**config.mk**
```make
export PLATFORM = sky130hd
export DESIGN_NAME = oe_mode_switch
export DESIGN_NICKNAME = d
export VERILOG_FILES = /design/src/rtl/oe_mode_switch_pkg.sv /design/src/rtl/oe_pulse_detect.sv /design/src/rtl/mode_sequencer.sv /design/src/rtl/oe_mode_switch.sv
export SDC_FILE = /design/constraint.sdc
export NUM_CORES = 1
export LEC_CHECK = 0
export BUFFER_PORTS_ARGS = -buffer_cell sky130_fd_sc_hd__buf_2
export CAP_MARGIN = 15
export CORE_AREA = 2 2 39 41
export CTS_CLUSTER_SIZE = 25
export DETAILED_ROUTE_END_ITERATION = 6
export DIE_AREA = 0 0 41 43
export GPL_ROUTABILITY_DRIVEN = 0
export SYNTH_ARGS = -nofsm -noshare
export SYNTH_HDL_FRONTEND = slang
export SYNTH_SLANG_ARGS = --single-unit
```
**constraint.sdc**
```tcl
create_clock -name clk -period 1.05 [get_ports clk]
set_input_delay 0.105 -clock clk [delete_from_list [all_inputs] [get_ports clk]]
set_output_delay 0.105 -clock clk [all_outputs]
set_load 0.02 [all_outputs]
```
**src/rtl/oe_mode_switch_pkg.sv**
```systemverilog
package oe_mode_switch_pkg;

  typedef enum logic [1:0] {
    SEQ_IDLE   = 2'd0,
    SEQ_DECIDE = 2'd1,
    SEQ_TAIL   = 2'd2
  } seq_state_t;

endpackage

```
**src/rtl/oe_pulse_detect.sv**
```systemverilog
// Recognises a high / LOW_WIDTH-lows / high pattern on the sampled enable.
module oe_pulse_detect #(
  parameter int LOW_WIDTH = 1
) (
  input  logic clk,
  input  logic rst,
  input  logic oe_n_i,
  output logic pulse_o
);
  localparam int HIST_W = LOW_WIDTH + 1;

  // hist[0] holds the most recent past sample; reset to 0 so that no
  // pre-reset high can stand in as the leading edge of a pattern.
  logic [HIST_W-1:0] hist_q;

  generate
    if (HIST_W == 1) begin : g_single
      always_ff @(posedge clk) begin
        if (rst) hist_q <= '0;
        else     hist_q <= oe_n_i;
      end
    end else begin : g_shift
      always_ff @(posedge clk) begin
        if (rst) hist_q <= '0;
        else     hist_q <= {hist_q[HIST_W-2:0], oe_n_i};
      end
    end
  endgenerate

  // Current sample high, oldest high, every sample between them low.
  assign pulse_o = oe_n_i & hist_q[HIST_W-1] & ~(|hist_q[LOW_WIDTH-1:0]);

endmodule

```
**src/rtl/mode_sequencer.sv**
```systemverilog
// Runs the decision window: samples LE one edge after the trigger and
// keeps the window open for TAIL_CYCLES further edges.
module mode_sequencer
  import oe_mode_switch_pkg::*;
#(
  parameter int TAIL_CYCLES = 1
) (
  input  logic clk,
  input  logic rst,
  input  logic trigger_i,
  input  logic le_i,
  output logic window_o,
  output logic mode_o,
  output logic clr_o
);
  localparam int CNT_W = (TAIL_CYCLES > 1) ? $clog2(TAIL_CYCLES) : 1;

  seq_state_t       state_q;
  logic [CNT_W-1:0] cnt_q;

  always_ff @(posedge clk) begin
    if (rst) begin
      state_q <= SEQ_IDLE;
      cnt_q   <= '0;
      mode_o  <= 1'b0;
      clr_o   <= 1'b0;
    end else begin
      clr_o <= 1'b0;
      case (state_q)
        SEQ_IDLE: begin
          if (trigger_i) state_q <= SEQ_DECIDE;
        end
        SEQ_DECIDE: begin
          mode_o  <= le_i;
          clr_o   <= ~le_i;
          cnt_q   <= CNT_W'(TAIL_CYCLES - 1);
          state_q <= (TAIL_CYCLES > 0) ? SEQ_TAIL : SEQ_IDLE;
        end
        SEQ_TAIL: begin
          if (cnt_q == '0) state_q <= SEQ_IDLE;
          else             cnt_q   <= cnt_q - 1'b1;
        end
        default: state_q <= SEQ_IDLE;
      endcase
    end
  end

  assign window_o = (state_q != SEQ_IDLE);

endmodule

```
**src/rtl/oe_mode_switch.sv**
```systemverilog
module oe_mode_switch #(
  parameter int LOW_WIDTH   = 1,
  parameter int TAIL_CYCLES = 1
) (
  input  logic clk,
  input  logic rst,
  input  logic oe_n_i,
  input  logic le_i,
  output logic mode_special_o,
  output logic le_block_o,
  output logic status_clr_o
);
  logic pulse_raw;
  logic window;
  logic trigger;

  oe_pulse_detect #(.LOW_WIDTH(LOW_WIDTH)) u_detect (
    .clk     (clk),
    .rst     (rst),
    .oe_n_i  (oe_n_i),
    .pulse_o (pulse_raw)
  );

  // Patterns completing inside an open window are not accepted.
  assign trigger = pulse_raw & ~window;

  mode_sequencer #(.TAIL_CYCLES(TAIL_CYCLES)) u_seq (
    .clk       (clk),
    .rst       (rst),
    .trigger_i (trigger),
    .le_i      (le_i),
    .window_o  (window),
    .mode_o    (mode_special_o),
    .clr_o     (status_clr_o)
  );

  // The trigger edge itself must already suppress latching, so the
  // current-cycle pulse term is combined with the registered window.
  assign le_block_o = window | trigger;

endmodule

```
==> results.json <==
{
  "outcome": "completed",
  "seqPwrFrac_pct": 50.5,
  "power_density_mw_per_mm2": 1580,
  "layout.nets": 34,
  "max_slew_margin_pct": 90.1,
  "critPathKind": "reg -> out",
  "drive_gt1_share_pct": 57.1,
  "wl_per_cell_microns": 8.43,
  "post-place-ws_ps": 185,
  "synth.most_common_cell": "dfxtp_1",
  "path_clk_slew_ps": 40,
  "first_pass_iters": 2,
  "synth-edff-count": 0,
  "routed_wl_microns": 371,
  "switchingPower_mw": 0.0940,
  "worstPathRequired_ps": 940,
  "overflow": 0,
  "maxSlewViolCount": 0,
  "crit_fanout": 2,
  "h-tree-depth": 1,
  "use_met2_pct": 6.56,
  "fin_setup_tns_ps": 0,
  "yosys.area.top_type": "dfxtp_1",
  "fin_crit_ps": 982,
  "use_met3_pct": 7.85,
  "internal_power_mw": 0.377,
  "via_per_inst": 3.59,
  "synthesis.instances": 19,
  "ys_seq_area_share_pct": 57.5,
  "core_sq_mm": 0.00138,
  "multi_input_area_sq_um": 97.6,
  "gr-max-usage-layer": "met3",
  "cts-hold-fix-buffers": 0,
  "setup_viol": 0,
  "seq_area_sq_um": 123,
  "clock_latency_ps": 240,
  "top_level_ports": 7,
  "vias": 158,
  "grt_usage_pct": 5.85,
  "die_height_microns": 43,
  "cts_buffer_depth": 2,
  "worstPathArrival_ps": 880,
  "pwr-share-comb_pct": 5.7,
  "die_area_sq_mm": 0.00176,
  "grtUsageMet1_pct": 5.23,
  "cts_tree": "built",
  "skew_ps": 0.430,
  "area_delta_synth_final_pct": 43.1,
  "dp_hpwl_microns": 267,
  "yosys_warnings": 0,
  "cts_setup_buffers": 0,
  "rows": 14,
  "drv_cap": 0,
  "cp-start-kind": "flip-flop",
  "hold_path.class": "in -> reg",
  "critPathCaptureType": "output port",
  "drc": 0,
  "hold_violations": 0,
  "n_antenna_cell": 0,
  "finalCritPeriodShare_pct": 93.5,
  "drt-initial-drc-count": 3,
  "yosysTopAreaCellShare_pct": 57.5,
  "synth_flop_cell": "dfxtp_1",
  "yosys-top-cells-count": "6 x dfxtp_1, 4 x nor2b_1",
  "ant_nets": 0,
  "n_fill_cell": 157,
  "grt_max_degree": 7,
  "port_buffers": 6,
  "synth_nets": 23,
  "pwr-share-clk_pct": 43.7,
  "finalWorstSetupSlack_ps": 67.9,
  "cts_sinks": 6,
  "initial_utilization_pct": 15.1,
  "tightest_slew_ps": 149,
  "maxClockFrequency_ghz": 1.02,
  "vdd_drop_max_v": 0.000518,
  "ys_ff_latch": 6,
  "netlist_area_sq_um": 209,
  "synth.area.top_cells": "dfxtp_1 57%, nor2b_1 12%, nor3b_2 6.0%, nand4bb_1 5.4%, nor3_2 4.8%",
  "grt_pass1_wl_microns": 586,
  "root_buffer": "clkbuf_4",
  "synthArstFlopShare_pct": 0,
  "die_w_microns": 41,
  "avgSynthCellArea_sq_um": 11.0,
  "power_leakage_nw": 0.124,
  "rsz0062_at_grt": "no",
  "grt_pass1_vias": 156,
  "p_sw_share_pct": 19.9,
  "antenna_found_initial": 0,
  "cts_buffers": 3,
  "ys_types": 11
}
==> logic make-up (layout without fill, tap and decap cells) <==
family                 Yosys count  after routing  share of synthesized area (%)
AND/OR/NAND/NOR                 11             11                           37.7
flip-flops                       6              6                           57.5
buffers and inverters            0              9                              0
AO/OA/AOI/OAI                    2              2                           4.79
==> state kept, by name (all words and copies together) (netlist names) <==
register	count
u_seq.state_q	2
u_seq.mode_o	1
u_seq.clr_o	1
u_detect.hist_q	2
==> critical path: stages, from the launching register on <==
cell and delay [ps]:
dfxtp_2 310, nand2_2 50, o21ai_2 140, buf_6 130
==> metal layers <==
metal / part of all wire [%] / vias up
met3: 6.5 / 0
met5: 0 / -
met2: 51 / 3
li1: - / 82
met4: 0 / 0
met1: 42 / 73
==> area by class of cell <==
class	count	area share [%]
clock buffers	3	7.53
multi-input cells	13	32.6
flip-flops and latches	6	41.0
well taps	16	6.69
repair buffers	6	12.1
==> final timing paths <==
kind                                          from               end  slack, ps  cells after the start
worst min register to register  u_detect.hist_q[1]  u_seq.state_q[0]        460                      2
worst max-delay path            u_detect.hist_q[1]        le_block_o         70                      3
worst min-delay path                          le_i       u_seq.clr_o         40                      2
worst max register to register    u_seq.state_q[0]  u_seq.state_q[0]        170                      2
==> placed cells by master (no fill, tap or decap), drive strengths merged <==
master,synthesis,layout
buf,0,6
clkbuf,0,3
dfxtp,6,6
nand2,1,1
nand2b,1,1
nand4bb,1,1
nor2,1,1
nor2b,4,4
nor3,1,1
nor3b,1,1
o21ai,2,2
or3,1,1
==> through the flow <==
step | total power [mW] | instances | instance area [sq um] | hold slack, ps | util [%]
6_report | 0.471 | 44 | 299 | 43.2 | 21.6
5_1_grt | 0.507 | 44 | 299 | 29.0 | 21.6
4_1_cts | 0.487 | 44 | 283 | 33.5 | 20.4
3_5_place_dp | 0.265 | 41 | 259 | 297 | 18.7
3_3_place_gp | 0.264 | 41 | 259 | 293 | 18.7
2_1_floorplan | 0.252 | 19 | 209 | 177 | -
==> power groups by stage <==
| stage | Combinational [mW] | Sequential, mW | Clock (mW) |
|---|---|---|---|
| final | 0.0271 | 0.238 | 0.206 |
| after global routing | 0.0296 | 0.238 | 0.239 |
| after CTS | 0.0241 | 0.237 | 0.226 |
| after detailed placement | 0.0238 | 0.241 | 0 |
| after global placement | 0.0235 | 0.241 | 0 |
| after floorplan | 0.0109 | 0.241 | 0 |
==> repair_timing <==
action / CTS / global route
pin swaps: 0 / 2
endpoints found under the hold margin: 0 / 0
setup endpoints to repair: 1 / 1
gates resized for setup: 2 / 6
Note: power is estimated with default switching activity, not from simulation.
